$ cat config.mk
export PLATFORM = sky130hd
export DESIGN_NAME = mem_rmw_node
export DESIGN_NICKNAME = d
export VERILOG_FILES = /design/src/rtl/mem_rmw_pkg.sv /design/src/rtl/mem_rmw_seq.sv /design/src/rtl/mem_rmw_load.sv /design/src/rtl/mem_rmw_inc.sv /design/src/rtl/mem_rmw_store.sv /design/src/rtl/mem_rmw_node.sv
export SDC_FILE = /design/constraint.sdc
export NUM_CORES = 1
export LEC_CHECK = 0
export ABC_AREA = 1
export BUFFER_PORTS_ARGS = -buffer_cell sky130_fd_sc_hd__clkbuf_2
export CORE_ASPECT_RATIO = 2
export CORE_MARGIN = 2
export CORE_UTILIZATION = 35
export DETAILED_ROUTE_END_ITERATION = 8
export MAX_ROUTING_LAYER = met4
export PLACE_DENSITY_LB_ADDON = 0.15
export SYNTH_ARGS = -nofsm -noshare
export SYNTH_HDL_FRONTEND = slang
export SYNTH_SLANG_ARGS = --single-unit
$ cat constraint.sdc
create_clock -name clk -period 1.35 [get_ports clk]
set_input_delay 0.135 -clock clk [delete_from_list [all_inputs] [get_ports clk]]
set_output_delay 0.135 -clock clk [all_outputs]
set_load 0.02 [all_outputs]
$ cat src/rtl/mem_rmw_pkg.sv
package mem_rmw_pkg;
    // Schedule slot indices along the token chain
    localparam int SLOT_LDA  = 0;  // load address phase
    localparam int SLOT_LDD  = 1;  // load data capture
    localparam int SLOT_INC  = 2;  // increment
    localparam int SLOT_ST   = 3;  // store
    localparam int SLOT_FIN  = 4;  // completion
    localparam int N_SLOT    = 5;

    typedef struct packed {
        logic [N_SLOT-1:0] tok;
    } seq_state_t;
endpackage

$ cat src/rtl/mem_rmw_seq.sv
module mem_rmw_seq
    import mem_rmw_pkg::*;
(
    input  logic              clk,
    input  logic              rst_n,
    input  logic              start,
    input  logic              stall,
    output logic [N_SLOT-1:0] tok,
    output logic              accept,
    output logic              busy,
    output logic              done
);
    seq_state_t st_d, st_q;

    always_comb begin
        busy   = |st_q.tok;
        accept = start && !busy;
        done   = st_q.tok[SLOT_FIN];
        st_d   = st_q;
        if (!stall) begin
            st_d.tok = {st_q.tok[N_SLOT-2:0], accept};
        end
    end

    always_ff @(posedge clk or negedge rst_n) begin
        if (!rst_n) st_q <= '0;
        else        st_q <= st_d;
    end

    assign tok = st_q.tok;

    assert_single_token_R7: assert property (@(posedge clk) disable iff (!rst_n)
        $onehot0(st_q.tok));
    assert_stall_freezes_R3: assert property (@(posedge clk) disable iff (!rst_n)
        stall |=> $stable(st_q.tok));
    assert_done_pulse_R7: assert property (@(posedge clk) disable iff (!rst_n)
        done |=> !done);
endmodule

$ cat src/rtl/mem_rmw_load.sv
module mem_rmw_load #(
    parameter int AW = 16,
    parameter int DW = 16
) (
    input  logic          clk,
    input  logic          rst_n,
    input  logic          slot_a,
    input  logic          slot_d,
    input  logic [AW-1:0] src,
    input  logic [DW-1:0] rdata,
    input  logic          rvalid,
    output logic [AW-1:0] bus_addr,
    output logic          bus_rd,
    output logic          stall,
    output logic [DW-1:0] word
);
    typedef struct packed {
        logic [DW-1:0] word;
    } ld_state_t;

    ld_state_t st_d, st_q;

    always_comb begin
        bus_addr = slot_a ? src : '0;
        bus_rd   = slot_a;
        stall    = slot_d && !rvalid;
        st_d     = st_q;
        if (slot_d && rvalid) st_d.word = rdata;
    end

    always_ff @(posedge clk or negedge rst_n) begin
        if (!rst_n) st_q <= '0;
        else        st_q <= st_d;
    end

    assign word = st_q.word;

    assert_capture_word_R3: assert property (@(posedge clk) disable iff (!rst_n)
        (slot_d && rvalid) |=> (word == $past(rdata)));
    assert_hold_in_stall_R3: assert property (@(posedge clk) disable iff (!rst_n)
        stall |=> $stable(word));
endmodule

$ cat src/rtl/mem_rmw_inc.sv
module mem_rmw_inc #(
    parameter int DW = 16
) (
    input  logic          clk,
    input  logic          rst_n,
    input  logic          slot,
    input  logic          stall,
    input  logic [DW-1:0] word,
    output logic [DW-1:0] sum
);
    localparam logic [DW-1:0] ONE = DW'(1);

    typedef struct packed {
        logic [DW-1:0] sum;
    } inc_state_t;

    inc_state_t st_d, st_q;

    always_comb begin
        st_d = st_q;
        if (slot && !stall) st_d.sum = word + ONE;
    end

    always_ff @(posedge clk or negedge rst_n) begin
        if (!rst_n) st_q <= '0;
        else        st_q <= st_d;
    end

    assign sum = st_q.sum;

    assert_inc_result_R4: assert property (@(posedge clk) disable iff (!rst_n)
        (slot && !stall) |=> (sum == $past(word) + ONE));
endmodule

$ cat src/rtl/mem_rmw_store.sv
module mem_rmw_store #(
    parameter int AW = 16,
    parameter int DW = 16
) (
    input  logic          clk,
    input  logic          rst_n,
    input  logic          slot,
    input  logic          pred,
    input  logic [AW-1:0] dst,
    input  logic [DW-1:0] sum,
    output logic [AW-1:0] bus_addr,
    output logic [DW-1:0] bus_wdata,
    output logic          bus_wr
);
    logic fire;

    always_comb begin
        fire      = slot && pred;
        bus_wr    = fire;
        bus_addr  = fire ? dst : '0;
        bus_wdata = fire ? sum : '0;
    end

    assert_write_needs_pred_R5: assert property (@(posedge clk) disable iff (!rst_n)
        bus_wr |-> (pred && slot));
endmodule

$ cat src/rtl/mem_rmw_node.sv
module mem_rmw_node
    import mem_rmw_pkg::*;
#(
    parameter int AW = 16,
    parameter int DW = 16
) (
    input  logic          clk,
    input  logic          rst_n,
    input  logic          start,
    input  logic [AW-1:0] src_addr,
    input  logic [AW-1:0] dst_addr,
    input  logic          pred,
    output logic [AW-1:0] mem_addr,
    output logic [DW-1:0] mem_wdata,
    output logic          mem_rd,
    output logic          mem_wr,
    input  logic [DW-1:0] mem_rdata,
    input  logic          mem_rvalid,
    output logic          busy,
    output logic          done
);
    typedef struct packed {
        logic [AW-1:0] src;
        logic [AW-1:0] dst;
        logic          pred;
    } in_state_t;

    in_state_t in_d, in_q;

    logic [N_SLOT-1:0] tok;
    logic              accept;
    logic              stall;
    logic [AW-1:0]     ld_addr, st_addr;
    logic [DW-1:0]     word, sum, st_wdata;
    logic              ld_rd, st_wr;

    // Input latches: loaded only when the token is launched
    always_comb begin
        in_d = in_q;
        if (accept) begin
            in_d.src  = src_addr;
            in_d.dst  = dst_addr;
            in_d.pred = pred;
        end
    end

    always_ff @(posedge clk or negedge rst_n) begin
        if (!rst_n) in_q <= '0;
        else        in_q <= in_d;
    end

    mem_rmw_seq u_seq (
        .clk    (clk),
        .rst_n  (rst_n),
        .start  (start),
        .stall  (stall),
        .tok    (tok),
        .accept (accept),
        .busy   (busy),
        .done   (done)
    );

    mem_rmw_load #(.AW(AW), .DW(DW)) u_load (
        .clk      (clk),
        .rst_n    (rst_n),
        .slot_a   (tok[SLOT_LDA]),
        .slot_d   (tok[SLOT_LDD]),
        .src      (in_q.src),
        .rdata    (mem_rdata),
        .rvalid   (mem_rvalid),
        .bus_addr (ld_addr),
        .bus_rd   (ld_rd),
        .stall    (stall),
        .word     (word)
    );

    mem_rmw_inc #(.DW(DW)) u_inc (
        .clk   (clk),
        .rst_n (rst_n),
        .slot  (tok[SLOT_INC]),
        .stall (stall),
        .word  (word),
        .sum   (sum)
    );

    mem_rmw_store #(.AW(AW), .DW(DW)) u_store (
        .clk       (clk),
        .rst_n     (rst_n),
        .slot      (tok[SLOT_ST]),
        .pred      (in_q.pred),
        .dst       (in_q.dst),
        .sum       (sum),
        .bus_addr  (st_addr),
        .bus_wdata (st_wdata),
        .bus_wr    (st_wr)
    );

    // Shared bus: nodes drive zero outside their slot, so OR merges them
    always_comb begin
        mem_addr  = ld_addr | st_addr;
        mem_wdata = st_wdata;
        mem_rd    = ld_rd;
        mem_wr    = st_wr;
    end

    assert_bus_exclusive_R6: assert property (@(posedge clk) disable iff (!rst_n)
        !(mem_rd && mem_wr));
    assert_quiet_bus_R6: assert property (@(posedge clk) disable iff (!rst_n)
        !(mem_rd || mem_wr) |-> (mem_addr == '0 && mem_wdata == '0));
    assert_busy_start_ignored_R8: assert property (@(posedge clk) disable iff (!rst_n)
        (busy && start) |=> $stable(in_q));
    assert_read_then_capture_R2: assert property (@(posedge clk) disable iff (!rst_n)
        mem_rd |=> (tok[SLOT_LDD] && !mem_rd));
endmodule

==> impl_metrics.ini, run 1 <==
[global_routing]
antenna_found_initial = 0
track_usage = 0.193
grt_overflow_total = 0
grt_max_degree = 34
grt_first_pass_wirelength_mm = 14.6
grt_pass1_vias = 3061

[power_and_ir_drop]
p_leak_nw = 2.66
power_frac_seq = 0.286
vdd.ir_drop.worst_mv = 1.20
netSwitchingFraction = 0.405
power_frac_clock = 0.203
powerDensity_nw_per_um2 = 2590
intPower_mw = 8.17
p_switching_mw = 5.57
comb_power_share = 0.510

[cts]
clkSinkCount = 70
cts_buffers = 9
cts_tree = yes
clkSlewWorstSetupHoldPaths_ns = 0.06
clk_latency_ns = 0.33
htree_levels = 3
clock_path_buffers = 2
cts_root_buf = clkbuf_16

[cells_and_area]
multiInputGateArea_sq_um = 1770
final_common_cell = nand2_1
mostFrequentLayoutCells = nand2_1 (85), dfrtp_1 (68), clkbuf_2 (53)
finalNonFillerCells = 639
nNetsFinal = 584
fillers = 841
final-seq-area_sq_um = 1750
final_util = 0.570
syn2layout_area_growth_pct = 59.7
drive_gt1_frac = 0.439
antenna_cells = 0

[sta]
slew_headroom = 0.495
fmax_mhz = 659
fin_crit_sh = 1.12
hold_violations = 0
layout_setup_ws_ns = -0.168
rsz0062_at_grt = true
finalSetupViolCount = 67
skew_ns = 0.00768
fin_crit_ns = 1.52
worstMarginPinSlew_ns = 0.757
finalMaxSlewViolations = 0
whs_ns = 0.0251

[floorplan]
io_pins = 89
start_util = 0.357
die_h_um = 142
core_sq_um = 9320
die-area_sq_um = 10300
row_count = 50
die_width_um = 72.9

[placed_design]
place.gp.congestion = 0.899
dp_hpwl_mm = 6.58
dp_cells = 604
portBuffers = 88
pre_cts_ws_ns = -0.0618

[yosys]
ys_seq_area_frac = 0.527
yosysTopAreaCell = dfrtp_1
async_flop_share = 1.00
dominantRegCellSynth = dfrtp_1
synth_edf_count = 0
ys_ff_latch = 70
synth.area.top_cells = dfrtp_1 (53%), nand2_1 (13%), nand3_1 (7.7%), inv_1 (5.0%), nor2_1 (5.0%)
synth_cell_types = 24
syn-num-nets = 464
synth.avg_cell_area_sq_um = 8.11
syn_area_sq_um = 3320
syn_inst = 410
synth_top_cell_area_share = 0.527
yosys_warnings = 0

[worst_hold_path]
hp-class = input pin to flop
hold_depth = 3

[outcome]
outcome = complete, but fails checks
violations = negative setup slack

[drt]
vias = 3224
first_pass_iters = 4
wirelength_mm = 10.6
vias_per_cell = 5.05
routedWlPerCell_um = 16.5
drtAntennaViolNets = 0
drc = 0
first_iter_violations = 123

[run]
maxCapViolCount = 0

[setup_path]
end_kind = primary output
arrival_ns = 1.38
r2r_cells = 6
cp_max_fo = 2
start_kind = flop
cp.required_ns = 1.22
crit_type = flop to primary output
## repair_timing
action                     4_1_cts  5_1_grt
setup endpoints to repair       70       83
hold buffers                     1        0
hold endpoints to repair        16        0
resized for setup               13      224
pin swaps                        2       29
cloned                           1       11
setup buffers                    3        4
## stage by stage
step / TNS, ns / power [mW] / area (sq um)
floorplan: -4.60 / 6.77 / 3340
global placement: -0.223 / 8.09 / 4000
detailed placement: -1.40 / 8.21 / 4000
CTS: -10.38 / 11.4 / 4460
global route: -12.42 / 14.6 / 5310
finish: -8.13 / 13.7 / 5310
## flip-flops by register name (all words and copies together), names as in the netlist
signal,cells
in_q,33
u_seq.tok,5
u_load.word,16
u_inc.sum,16
## logic make-up (layout without fill, tap and decap cells)
group	count (synthesis)	count (layout)	synth area share
and+or+nand+nor	221	226	0.280
DFF	70	70	0.527
buffers and inverters	65	185	0.0847
AOI/OAI and AO/OA	48	48	0.0903
xor gates and xnor gates	3	3	0.00791
muxes	2	2	0.00677
adders and majority gates	1	1	0.00376
## cell type report
class                      count  area share
multi-input combinational    280       0.333
sequential                    70       0.330
timing repair buffer         121       0.206
clock buffer                  11      0.0476
inverter                      46      0.0349
tap                          104      0.0245
clock inverter                 5      0.0198
timing repair inverter         2     0.00377
## routing by layer
| metal | vias to the layer above | part of all wire | GRT usage |
|---|---|---|---|
| li1 | 1560 | - | - |
| met1 | 1535 | 0.33 | 0.191 |
| met2 | 107 | 0.59 | 0.352 |
| met3 | 22 | 0.040 | 0.0419 |
| met4 | 0 | 0.034 | 0.0809 |
| met5 | - | 0 | - |
## critical path, stage by stage (launching register included)
cell and delay (ns):
dfrtp_1 0.41, nor4_4 0.32, buf_6 0.16, inv_4 0.03, buf_8 0.11
## power groups by stage
| stage | clock network [mW] | registers [mW] | logic (mW) |
|---|---|---|---|
| 4_1_cts | 2.85 | 3.79 | 4.82 |
| 2_1_floorplan | 0 | 3.66 | 3.10 |
| 3_3_place_gp | 0 | 3.77 | 4.33 |
| 5_1_grt | 2.94 | 4.04 | 7.64 |
| 3_5_place_dp | 0 | 3.81 | 4.40 |
| 6_report | 2.80 | 3.94 | 7.01 |
## Yosys cell counts (all sizes together) (3+ instances only)
| cell | instances |
|---|---|
| nand3 | 51 |
| o21ai | 18 |
| dfrtp | 70 |
| nand2 | 120 |
| xor2 | 3 |
| nor2 | 45 |
| buf | 10 |
| a22o | 16 |
| clkbuf | 9 |
| inv | 45 |
| a21oi | 14 |
## worst paths after layout
| kind | end | slack, ns | from |
|---|---|---|---|
| min | in_q[6] | 0.03 | dst_addr[5] |
| min reg2reg | u_inc.sum[11] | 0.48 | u_inc.sum[11] |
| max | busy | -0.17 | u_seq.tok[1] |
| max in group asynchronous | u_load.word[13] | 0.50 | rst_n |
| min in group asynchronous | in_q[28] | 0.30 | rst_n |
| max reg2reg | in_q[17] | -0.14 | u_seq.tok[1] |
No activity file was read; power rests on OpenSTA's default activity.
==> inputs of run 2 (changes only) <==
CORE_UTILIZATION = 47   (was 35)
==> impl_metrics.ini, run 2 (synthesis gave the netlist of run 1 again) <==
[floorplan]
die-area_sq_um = 7800
row_count = 43
core_sq_um = 6890
die_h_um = 123
start_util = 0.483
die_width_um = 63.5
io_pins = 89

[placed_design]
place.gp.congestion = 0.942
placed_area_sq_um = 4010
dp_cells = 590
portBuffers = 88
dp_hpwl_mm = 6.01

[setup_path]
crit_type = flop to primary output
r2r_setup_slack_ns = -0.10
arrival_ns = 1.46
cp_max_fo = 8
end_kind = primary output
cp_cell_sequence = nor4_4 > buf_4 > buf_12 > inv_4 > clkbuf_2
cpPeakStageDelay_ns = 0.41
cp.required_ns = 1.22
crit_slowest_cell = dfrtp_1
start_kind = flop

[cells_and_area]
largest_reg_flops = 33
syn2layout_area_growth_pct = 34.6
nNetsFinal = 570
final-seq-area_sq_um = 1760
antenna_cells = 0
multiInputGateArea_sq_um = 1350
final_util = 0.650
final_common_cell = nand2_1
finalNonFillerCells = 611
mostFrequentLayoutCells = nand2_1 (116), clkbuf_2 (87), dfrtp_1 (67)
finalInstanceArea_sq_um = 4470
drive_gt1_frac = 0.284
regMostFlops = in_q
fillers = 663

[sta]
finalMaxSlewViolations = 0
finalSetupViolCount = 68
worstMarginPinSlew_ns = 0.402
fmax_mhz = 628
layout_setup_ws_ns = -0.241
whs_ns = 0.0314
hold_violations = 0
rsz0062_at_grt = true
fin_crit_ns = 1.59
slew_headroom = 0.732
skew_ns = 0.00361
fin_crit_sh = 1.18

[global_routing]
antenna_found_initial = 0
grt_overflow_total = 0
grt_first_pass_wirelength_mm = 14.0
grt_max_degree = 71
grt_pass1_vias = 2958
track_usage = 0.247

[drt]
wirelength_mm = 8.61
drc = 0
first_iter_violations = 181
vias = 2997
drtAntennaViolNets = 0
routedWlPerCell_um = 14.1
first_pass_iters = 4
vias_per_cell = 4.91

[worst_hold_path]
hp-class = input pin to flop

[power_and_ir_drop]
p_leak_nw = 2.46
comb_power_share = 0.424
powerDensity_nw_per_um2 = 2540
intPower_mw = 6.95
power_frac_seq = 0.335
netSwitchingFraction = 0.388
power_mw = 11.4
p_switching_mw = 4.41
power_frac_clock = 0.241
vdd.ir_drop.worst_mv = 1.39

[outcome]
outcome = complete, but fails checks
violations = negative setup slack

[cts]
cts_root_buf = clkbuf_16
clkSlewWorstSetupHoldPaths_ns = 0.05
cts_buffers = 9
clk_latency_ns = 0.33
clock_path_buffers = 2
htree_levels = 3
clkSinkCount = 70
cts_tree = yes

[run]
maxCapViolCount = 0
## run 2: changes by cell type in the layout (fill, tap and decap cells not counted), sizes merged
cell / delta
clkinvlp: -2
clkbuf: +32
buf: -40
inv: -3
clkinv: +3
nand2: -4
## run 2: per-layer routing
metal,share of wire,wire length (um),GRT usage
met1,0.35,3060,0.245
met2,0.57,4940,0.455
met3,0.040,341,0.0500
met4,0.031,270,0.118
met5,0,0,-
## run 2: worst paths after layout
check | end | cells after the start | start
min in group asynchronous | in_q[28] | 3 | rst_n
setup / recovery | busy | 5 | u_seq.tok[1]
max in group asynchronous | u_load.word[3] | 3 | rst_n
setup reg to reg | in_q[29] | 6 | u_seq.tok[1]
hold reg to reg | in_q[5] | 2 | in_q[5]
hold / removal | in_q[10] | 3 | dst_addr[9]
## run 2: layout make-up
| cell class | instances | share of cell area |
|---|---|---|
| flip-flops and latches | 70 | 0.392 |
| clock inverters | 3 | 0.0201 |
| repair buffers | 111 | 0.158 |
| multi-input cells | 276 | 0.302 |
| well taps | 90 | 0.0252 |
| inverters | 46 | 0.0408 |
| repair inverters | 2 | 0.00391 |
| clock buffers | 13 | 0.0582 |
## run 2: worst max-delay path, delay by kind of cell (launching register included)
kind	cells	cell delay, ns
and+or+nand+nor	1	0.27
DFF	1	0.41
buffers and inverters	4	0.43
## run 2: repair_timing
action	CTS	global route
endpoints found under the hold margin	70	0
gates resized for setup	11	10
hold buffers	1	0
cloned	3	0
buffers inserted	1	0
pin swaps	1	2
endpoints found under the setup margin	68	76
## run 2: power by group through the flow
stage	registers [mW]	logic [mW]	clock network, mW
after global routing	3.92	5.42	2.90
final	3.81	4.82	2.74
after global placement	3.76	4.42	0
after detailed placement	3.79	4.52	0
after floorplan	3.66	3.10	0
after CTS	3.77	4.83	2.78
## run 2: per-stage QoR
| step | worst slack (ns) | setup TNS, ns |
|---|---|---|
| 6_report | -0.241 | -8.27 |
| 5_1_grt | -0.323 | -13.05 |
| 4_1_cts | -0.262 | -9.04 |
| 3_5_place_dp | -0.0722 | -1.22 |
| 3_3_place_gp | -0.0161 | -0.0734 |
| 2_1_floorplan | -0.148 | -4.60 |
